--- config.mk ---
export PLATFORM = sky130hd
export DESIGN_NAME = prio_irq_ctrl
export DESIGN_NICKNAME = d
export VERILOG_FILES = /design/src/rtl/prio_irq_pkg.sv /design/src/rtl/irq_src_frontend.sv /design/src/rtl/irq_prio_arbiter.sv /design/src/rtl/prio_irq_regs.sv /design/src/rtl/prio_irq_ctrl.sv
export SDC_FILE = /design/constraint.sdc
export NUM_CORES = 1
export LEC_CHECK = 0
export ABC_AREA = 1
export BUFFER_PORTS_ARGS = -buffer_cell sky130_fd_sc_hd__buf_2
export CAP_MARGIN = 20
export CORE_MARGIN = 3
export CORE_UTILIZATION = 40
export DETAILED_ROUTE_END_ITERATION = 8
export SETUP_SLACK_MARGIN = 0.02
export SLEW_MARGIN = 20
export SYNTH_ARGS = -nofsm -noshare
export SYNTH_HDL_FRONTEND = slang
export SYNTH_HIERARCHICAL = 1
export SYNTH_SLANG_ARGS = --single-unit
--- constraint.sdc ---
create_clock -name clk -period 23.2 [get_ports clk]
set_input_delay 2.32 -clock clk [delete_from_list [all_inputs] [get_ports clk]]
set_output_delay 2.32 -clock clk [all_outputs]
set_load 0.005 [all_outputs]
--- src/rtl/prio_irq_pkg.sv ---
`timescale 1ns/1ps
package prio_irq_pkg;

   localparam int unsigned REG_W = 32;

   // register byte offsets; software decodes these
   localparam int unsigned OFS_ENABLE     = 32'h00;
   localparam int unsigned OFS_MODE_BASE  = 32'h04;
   localparam int unsigned OFS_LEVEL_BASE = 32'h10;
   localparam int unsigned OFS_MASK       = 32'h40;
   localparam int unsigned OFS_CLEAR      = 32'h60;
   localparam int unsigned OFS_STATUS     = 32'h80;
   localparam int unsigned OFS_CURRENT    = 32'hA0;

   // field positions
   localparam int unsigned SRC_PER_MODE_REG = 8;
   localparam int unsigned SRC_PER_LVL_REG  = 2;
   localparam int unsigned LVL_HI_LSB       = 8;
   localparam int unsigned CLR_ARM_BIT      = 8;
   localparam int unsigned CLR_IDX_W        = 4;
   localparam int unsigned NONE_FLAG_BIT    = 16;
   localparam int unsigned CUR_LVL_LSB      = 8;
   localparam int unsigned CUR_ID_W         = 5;

   // trigger mode: bit 1 selects edge, bit 0 selects polarity
   localparam int unsigned TRIG_EDGE_BIT = 1;
   localparam int unsigned TRIG_POL_BIT  = 0;

   typedef enum logic [1:0] {
      TRIG_LVL_LOW  = 2'b00,
      TRIG_LVL_HIGH = 2'b01,
      TRIG_FALLING  = 2'b10,
      TRIG_RISING   = 2'b11
   } trig_mode_e;

endpackage

--- src/rtl/irq_src_frontend.sv ---
`timescale 1ns/1ps
module irq_src_frontend
   import prio_irq_pkg::*;
#(
   parameter int unsigned SYNC_STAGES = 2
) (
   input  logic       clk,
   input  logic       rst_n,
   input  logic       line_i,
   input  logic [1:0] mode_i,
   input  logic       clr_i,
   output logic       req_o,
   output logic       latch_o
);

   logic [SYNC_STAGES-1:0] sync_q;
   logic                   prev_q;
   logic                   latch_q;
   logic                   line_s;
   logic                   edge_hit;
   logic                   is_edge;
   logic                   pol;

   assign line_s  = sync_q[SYNC_STAGES-1];
   assign is_edge = mode_i[TRIG_EDGE_BIT];
   assign pol     = mode_i[TRIG_POL_BIT];

   // polarity bit picks rising (1) or falling (0)
   assign edge_hit = pol ? (line_s & ~prev_q) : (~line_s & prev_q);

   always_ff @(posedge clk or negedge rst_n) begin
      if (!rst_n) begin
         sync_q  <= '0;
         prev_q  <= 1'b0;
         latch_q <= 1'b0;
      end else begin
         sync_q <= {sync_q[SYNC_STAGES-2:0], line_i};
         prev_q <= line_s;
         if (!is_edge) begin
            latch_q <= 1'b0;
         end else begin
            latch_q <= edge_hit | (latch_q & ~clr_i);
         end
      end
   end

   assign req_o   = is_edge ? latch_q : (line_s == pol);
   assign latch_o = latch_q;

endmodule

--- src/rtl/irq_prio_arbiter.sv ---
`timescale 1ns/1ps
module irq_prio_arbiter #(
   parameter int unsigned NUM_SRC = 16,
   parameter int unsigned LVL_W   = 3,
   parameter int unsigned ID_W    = 4
) (
   input  logic [NUM_SRC-1:0]       req_i,
   input  logic [LVL_W*NUM_SRC-1:0] level_i,
   input  logic [LVL_W-1:0]         mask_i,
   output logic [NUM_SRC-1:0]       elig_o,
   output logic                     valid_o,
   output logic [ID_W-1:0]          id_o,
   output logic [LVL_W-1:0]         lvl_o
);

   for (genvar g = 0; g < NUM_SRC; g++) begin : g_elig
      assign elig_o[g] = req_i[g] && (level_i[LVL_W*g +: LVL_W] > mask_i);
   end

   logic             best_v;
   logic [ID_W-1:0]  best_id;
   logic [LVL_W-1:0] best_lvl;

   // ascending scan with strict compare keeps the lower index on ties
   always_comb begin
      best_v   = 1'b0;
      best_id  = '0;
      best_lvl = '0;
      for (int i = 0; i < NUM_SRC; i++) begin
         if (elig_o[i] && (!best_v || (level_i[LVL_W*i +: LVL_W] > best_lvl))) begin
            best_v   = 1'b1;
            best_id  = ID_W'(i);
            best_lvl = level_i[LVL_W*i +: LVL_W];
         end
      end
   end

   assign valid_o = best_v;
   assign id_o    = best_id;
   assign lvl_o   = best_lvl;

endmodule

--- src/rtl/prio_irq_regs.sv ---
`timescale 1ns/1ps
module prio_irq_regs
   import prio_irq_pkg::*;
#(
   parameter int unsigned NUM_SRC = 16,
   parameter int unsigned LVL_W   = 3,
   parameter int unsigned ADDR_W  = 8,
   parameter int unsigned ID_W    = 4
) (
   input  logic                     clk,
   input  logic                     rst_n,
   input  logic [ADDR_W-1:0]        bus_addr,
   input  logic                     bus_we,
   input  logic [REG_W-1:0]         bus_wdata,
   output logic [REG_W-1:0]         bus_rdata,
   output logic                     ctrl_en_o,
   output logic [2*NUM_SRC-1:0]     mode_o,
   output logic [LVL_W*NUM_SRC-1:0] level_o,
   output logic [LVL_W-1:0]         mask_o,
   output logic [NUM_SRC-1:0]       clr_o,
   input  logic                     cur_valid_i,
   input  logic [ID_W-1:0]          cur_id_i,
   input  logic [LVL_W-1:0]         cur_lvl_i
);

   localparam int unsigned N_MODE_REGS = NUM_SRC / SRC_PER_MODE_REG;
   localparam int unsigned N_LVL_REGS  = NUM_SRC / SRC_PER_LVL_REG;
   localparam int unsigned MODE_BITS   = 2 * SRC_PER_MODE_REG;

   logic                     en_q;
   logic [2*NUM_SRC-1:0]     mode_q;
   logic [LVL_W*NUM_SRC-1:0] lvl_q;
   logic [LVL_W-1:0]         mask_q;
   logic                     clr_arm;
   logic                     unused_wdata;

   assign unused_wdata = ^bus_wdata;

   always_ff @(posedge clk or negedge rst_n) begin
      if (!rst_n) begin
         en_q   <= 1'b0;
         mode_q <= '0;
         lvl_q  <= '0;
         mask_q <= '0;
      end else if (bus_we) begin
         if (bus_addr == ADDR_W'(OFS_ENABLE)) begin
            en_q <= bus_wdata[0];
         end
         for (int k = 0; k < N_MODE_REGS; k++) begin
            if (bus_addr == ADDR_W'(OFS_MODE_BASE + 4 * k)) begin
               mode_q[MODE_BITS*k +: MODE_BITS] <= bus_wdata[MODE_BITS-1:0];
            end
         end
         for (int k = 0; k < N_LVL_REGS; k++) begin
            if (bus_addr == ADDR_W'(OFS_LEVEL_BASE + 4 * k)) begin
               lvl_q[LVL_W*(2*k)   +: LVL_W] <= bus_wdata[LVL_W-1:0];
               lvl_q[LVL_W*(2*k+1) +: LVL_W] <= bus_wdata[LVL_HI_LSB +: LVL_W];
            end
         end
         if (bus_addr == ADDR_W'(OFS_MASK)) begin
            mask_q <= bus_wdata[LVL_W-1:0];
         end
      end
   end

   // clear command is a single-cycle pulse decoded from the write
   assign clr_arm = bus_we && (bus_addr == ADDR_W'(OFS_CLEAR)) && bus_wdata[CLR_ARM_BIT];

   for (genvar g = 0; g < NUM_SRC; g++) begin : g_clr
      assign clr_o[g] = clr_arm && (bus_wdata[CLR_IDX_W-1:0] == CLR_IDX_W'(g));
   end

   always_comb begin
      bus_rdata = '0;
      if (bus_addr == ADDR_W'(OFS_ENABLE)) begin
         bus_rdata[0] = en_q;
      end
      for (int k = 0; k < N_MODE_REGS; k++) begin
         if (bus_addr == ADDR_W'(OFS_MODE_BASE + 4 * k)) begin
            bus_rdata[MODE_BITS-1:0] = mode_q[MODE_BITS*k +: MODE_BITS];
         end
      end
      for (int k = 0; k < N_LVL_REGS; k++) begin
         if (bus_addr == ADDR_W'(OFS_LEVEL_BASE + 4 * k)) begin
            bus_rdata[LVL_W-1:0]             = lvl_q[LVL_W*(2*k)   +: LVL_W];
            bus_rdata[LVL_HI_LSB +: LVL_W]   = lvl_q[LVL_W*(2*k+1) +: LVL_W];
         end
      end
      if (bus_addr == ADDR_W'(OFS_MASK)) begin
         bus_rdata[LVL_W-1:0] = mask_q;
      end
      if (bus_addr == ADDR_W'(OFS_CURRENT)) begin
         bus_rdata[NONE_FLAG_BIT]          = ~cur_valid_i;
         bus_rdata[CUR_LVL_LSB +: LVL_W]   = cur_lvl_i;
         bus_rdata[ID_W-1:0]               = cur_id_i;
      end
   end

   assign ctrl_en_o = en_q;
   assign mode_o    = mode_q;
   assign level_o   = lvl_q;
   assign mask_o    = mask_q;

endmodule

--- src/rtl/prio_irq_ctrl.sv ---
`timescale 1ns/1ps
module prio_irq_ctrl
   import prio_irq_pkg::*;
#(
   parameter int unsigned NUM_SRC     = 16,
   parameter int unsigned LVL_W       = 3,
   parameter int unsigned ADDR_W      = 8,
   parameter int unsigned SYNC_STAGES = 2
) (
   input  logic               clk,
   input  logic               rst_n,
   input  logic [ADDR_W-1:0]  bus_addr,
   input  logic               bus_we,
   input  logic [REG_W-1:0]   bus_wdata,
   output logic [REG_W-1:0]   bus_rdata,
   input  logic [NUM_SRC-1:0] irq_lines,
   output logic               cpu_irq
);

   localparam int unsigned ID_W = (NUM_SRC > 1) ? $clog2(NUM_SRC) : 1;

   // elaboration-time parameter checks
   if ((NUM_SRC % SRC_PER_MODE_REG) != 0 || NUM_SRC == 0 || NUM_SRC > 16) begin : g_bad_src
      $error("NUM_SRC must be 8 or 16 to fit the register map");
   end
   if (LVL_W < 1 || LVL_W > 8) begin : g_bad_lvl
      $error("LVL_W must lie in 1..8");
   end
   if (ADDR_W < 8) begin : g_bad_addr
      $error("ADDR_W must be at least 8");
   end
   if (SYNC_STAGES < 2) begin : g_bad_sync
      $error("SYNC_STAGES must be at least 2");
   end
   if (ID_W > CUR_ID_W) begin : g_bad_id
      $error("source index does not fit the status field");
   end

   logic                     ctrl_en;
   logic [2*NUM_SRC-1:0]     mode_vec;
   logic [LVL_W*NUM_SRC-1:0] level_vec;
   logic [LVL_W-1:0]         mask_lvl;
   logic [NUM_SRC-1:0]       clr_vec;
   logic [NUM_SRC-1:0]       req_vec;
   logic [NUM_SRC-1:0]       latch_vec;
   logic [NUM_SRC-1:0]       mode_edge_vec;
   logic [NUM_SRC-1:0]       elig_vec;
   logic                     win_valid;
   logic [ID_W-1:0]          win_id;
   logic [LVL_W-1:0]         win_lvl;

   prio_irq_regs #(
      .NUM_SRC (NUM_SRC),
      .LVL_W   (LVL_W),
      .ADDR_W  (ADDR_W),
      .ID_W    (ID_W)
   ) u_regs (
      .clk         (clk),
      .rst_n       (rst_n),
      .bus_addr    (bus_addr),
      .bus_we      (bus_we),
      .bus_wdata   (bus_wdata),
      .bus_rdata   (bus_rdata),
      .ctrl_en_o   (ctrl_en),
      .mode_o      (mode_vec),
      .level_o     (level_vec),
      .mask_o      (mask_lvl),
      .clr_o       (clr_vec),
      .cur_valid_i (win_valid),
      .cur_id_i    (win_id),
      .cur_lvl_i   (win_lvl)
   );

   for (genvar g = 0; g < NUM_SRC; g++) begin : g_src
      irq_src_frontend #(
         .SYNC_STAGES (SYNC_STAGES)
      ) u_fe (
         .clk     (clk),
         .rst_n   (rst_n),
         .line_i  (irq_lines[g]),
         .mode_i  (mode_vec[2*g +: 2]),
         .clr_i   (clr_vec[g]),
         .req_o   (req_vec[g]),
         .latch_o (latch_vec[g])
      );
      assign mode_edge_vec[g] = mode_vec[2*g + TRIG_EDGE_BIT];
   end

   irq_prio_arbiter #(
      .NUM_SRC (NUM_SRC),
      .LVL_W   (LVL_W),
      .ID_W    (ID_W)
   ) u_arb (
      .req_i   (req_vec),
      .level_i (level_vec),
      .mask_i  (mask_lvl),
      .elig_o  (elig_vec),
      .valid_o (win_valid),
      .id_o    (win_id),
      .lvl_o   (win_lvl)
   );

   assign cpu_irq = ctrl_en & win_valid;

endmodule

==> flow_metrics.py <==
metrics = {
    "hold_path": {
        "hold_class": "register to register",
        "hold_depth": 0,
    },
    "global_route": {
        "grt_pass1_wl_mm": 40.5,
        "grt_overflow": 0,
        "grt.total_usage_pct": 19.6,
        "grt.met3_usage_pct": 3.26,
        "gr-usage-met2_pct": 32.2,
        "antenna_found_initial": 1,
        "grt_pass1_vias": 7742,
        "use_met1_pct": 26.6,
        "top_usage_layer": "met2",
        "grt_max_degree": 78,
    },
    "clocking": {
        "cts_sinks": 148,
        "cts_made_buffers": 17,
        "cts_setup_buffers": 0,
        "htree_levels": 4,
        "clockBufferDepth": 2,
        "insertion_delay_ns": 0.42,
        "clk_pin_slew_worst_paths_ns": 0.06,
        "clockRootBuffer": "clkbuf_16",
        "tritoncts": "yes",
    },
    "pwr": {
        "pwr_density_cell_mw_per_mm2": 76.5,
        "leakagePower_nw": 5.69,
        "ir_worst_vdd_mv": 0.0603,
        "power.total_uw": 841,
    },
    "setup_path": {
        "crit_type": "register to output port",
        "crit_top_cell": "nand2_1",
        "crit_arrival_ns": 18.49,
        "critPathMaxFanout": 8,
        "r2r_cells": 3,
        "required_ns": 20.88,
        "critPathMaxStageDelay_ns": 0.41,
        "cp-start-kind": "register",
        "crit_slowest_cell": "dfrtp_1",
        "endpoint_kind": "output port",
    },
    "timing": {
        "rsz0062_at_grt": "no",
        "finalCriticalPeriod_ns": 20.81,
        "fin_worst_skew_ns": 0.00889,
        "clock.fmax_mhz": 48.0,
        "worst_slew_pin_slew_ns": 0.911,
        "fin_ws_ns": 2.39,
        "relSlewSlack_pct": 39.3,
        "timing.final.crit_share_pct": 89.7,
        "final.setup.tns_ns": 0,
        "slew_violations": 0,
        "hold_slack_ns": 0.347,
        "final-setup-viol-count": 0,
        "final-hold-violation-count": 0,
    },
    "die": {
        "row_count": 56,
        "io_pins": 92,
        "die_x_um": 163,
        "core_area_sq_mm": 0.0238,
        "die_area_sq_mm": 0.0265,
        "initial_core_util_pct": 41.3,
        "die_h_um": 163,
    },
    "routing": {
        "routed_wl_mm": 25.4,
        "wl_per_cell_um": 15.2,
        "antenna_left": 0,
        "drtIter0Drc": 640,
        "first_pass_iters": 5,
        "vias": 8459,
        "drc": 0,
        "viasPerCell": 5.06,
    },
    "synth": {
        "syn_area_sq_mm": 0.00984,
        "synth_top_family_by_area": "simple AND/OR/NAND/NOR gates",
        "synth_top_cell_area_share_pct": 37.6,
        "ys_top_cells_by_area": "dfrtp_1, nand2_1, ha_1",
        "synthMuxAreaShare_pct": 0,
        "synth.most_common_cell": "nand2_1",
        "yosysTopAreaCell": "dfrtp_1",
        "dominantRegCellSynth": "dfrtp_1",
        "yosysSeqAreaShare_pct": 37.6,
        "synth-compound-area-share_pct": 11.7,
        "synth-simple-area-share_pct": 30.5,
        "ys_seq_elements": 148,
        "avgSynthCellArea_sq_um": 7.69,
        "synthAdderAreaFrac_pct": 11.1,
        "synth_edf_count": 0,
        "yosys_warnings": 6,
        "synth.distinct_cells": 43,
        "syn_inst": 1279,
        "synth-xor-area-share_pct": 1.42,
        "ys_async_sr_fraction_pct": 100,
        "synthTopCellsByCount": "nand2_1, dfrtp_1, inv_1",
    },
    "placement": {
        "placed_cell_area_sq_mm": 0.0104,
        "dp_hpwl_mm": 19.3,
        "port_buffers": 60,
        "dp_slack_ns": 2.66,
        "gp_congestion": 0.900,
    },
    "cells_and_area": {
        "drive_above_1_share_pct": 13.6,
        "fin_area_sq_mm": 0.0110,
        "area_growth_pct": 11.7,
        "fillCellCount": 2443,
        "multiInputGateArea_sq_mm": 0.00544,
        "fin_nets": 1486,
        "seq_area_sq_mm": 0.00370,
        "antennaDiodeCount": 0,
    },
    "outcome": {
        "status": "complete, no violations",
    },
    "run": {
        "maxCapViolations": 0,
    },
}
==> cells in the final DEF (no fill, tap or decap), drive strengths merged, types with 7 or more instances in the layout <==
cell type	synthesis	final
o21ai	151	151
dfrtp	148	148
nor2	103	103
a21oi	25	25
nand4	11	11
clkinv	0	7
xor2	16	16
clkbuf	5	19
nand3	107	107
nand2	404	404
buf	31	64
a22o	9	9
ha	87	87
and2	7	7
conb	1	15
inv	141	145
a211oi	10	10
or2	7	7
==> per-stage QoR <==
stage / util (%) / cells
floorplan: - / 1293
finish: 46.2 / 1672
CTS: 46.1 / 1672
global placement: 43.7 / 1640
global route: 46.2 / 1672
detailed placement: 43.7 / 1640
==> sequential cells by signal, indices dropped and copies added (netlist names) <==
signal and count:
u_regs/mode_o 32, g_src.u_fe/latch_o 16, u_regs/mask_o 3, g_src.u_fe/prev_q 16, g_src.u_fe/sync_q 32, u_regs/level_o 48, u_regs/ctrl_en_o 1
==> area by class of cell <==
cell class	instances	area share [%]
clock buffer	19	3.94
clock inverter	13	1.35
inverter	141	4.84
multi-input combinational	968	49.5
sequential	148	33.7
tap	319	3.63
timing repair buffer	64	3.06
==> where the power goes <==
group	switching (mW)	total (mW)	leakage (nW)	internal (mW)
registers	0.0135	0.283	1.94	0.270
clock network	0.110	0.270	0.287	0.160
logic	0.179	0.288	3.46	0.109
==> what timing repair did <==
action                     4_1_cts  5_1_grt
hold buffers                     0        0
gates resized for setup          0        5
setup endpoints to repair        0        6
==> cell families after synthesis <==
family / after synthesis
other cells: 1
simple gates: 650
compound gates: 200
flops: 148
fa+ha+maj: 87
xor+xnor: 16
buf+inv: 177
==> worst paths after layout <==
path,end,slack (ns),from
min in group asynchronous,u_regs/mode_o[28],1.92,rst_n
worst max register to register,u_regs/mask_o[0],22.20,u_regs/mask_o[0]
max in group asynchronous,u_regs/level_o[3],19.88,rst_n
worst min-delay path,g_src[0].u_fe/sync_q[1],0.35,g_src[0].u_fe/sync_q[0]
worst max-delay path,bus_rdata[3],2.39,u_regs/mask_o[1]
worst min register to register,g_src[0].u_fe/sync_q[1],0.35,g_src[0].u_fe/sync_q[0]
==> per-layer routing <==
metal	vias up	routed length, um
met2	225	11900
li1	4289	-
met4	0	467
met3	29	1370
met5	-	0
met1	3916	11600
==> worst max-delay path, delay by kind of cell, from the launching register on <==
family / cells / cell delay, ns
buf+inv: 10 / 0.80
compound gates: 30 / 4.15
simple gates: 83 / 8.08
flops: 1 / 0.41
fa+ha+maj: 16 / 4.58
Note: power is estimated with default switching activity, not from simulation.
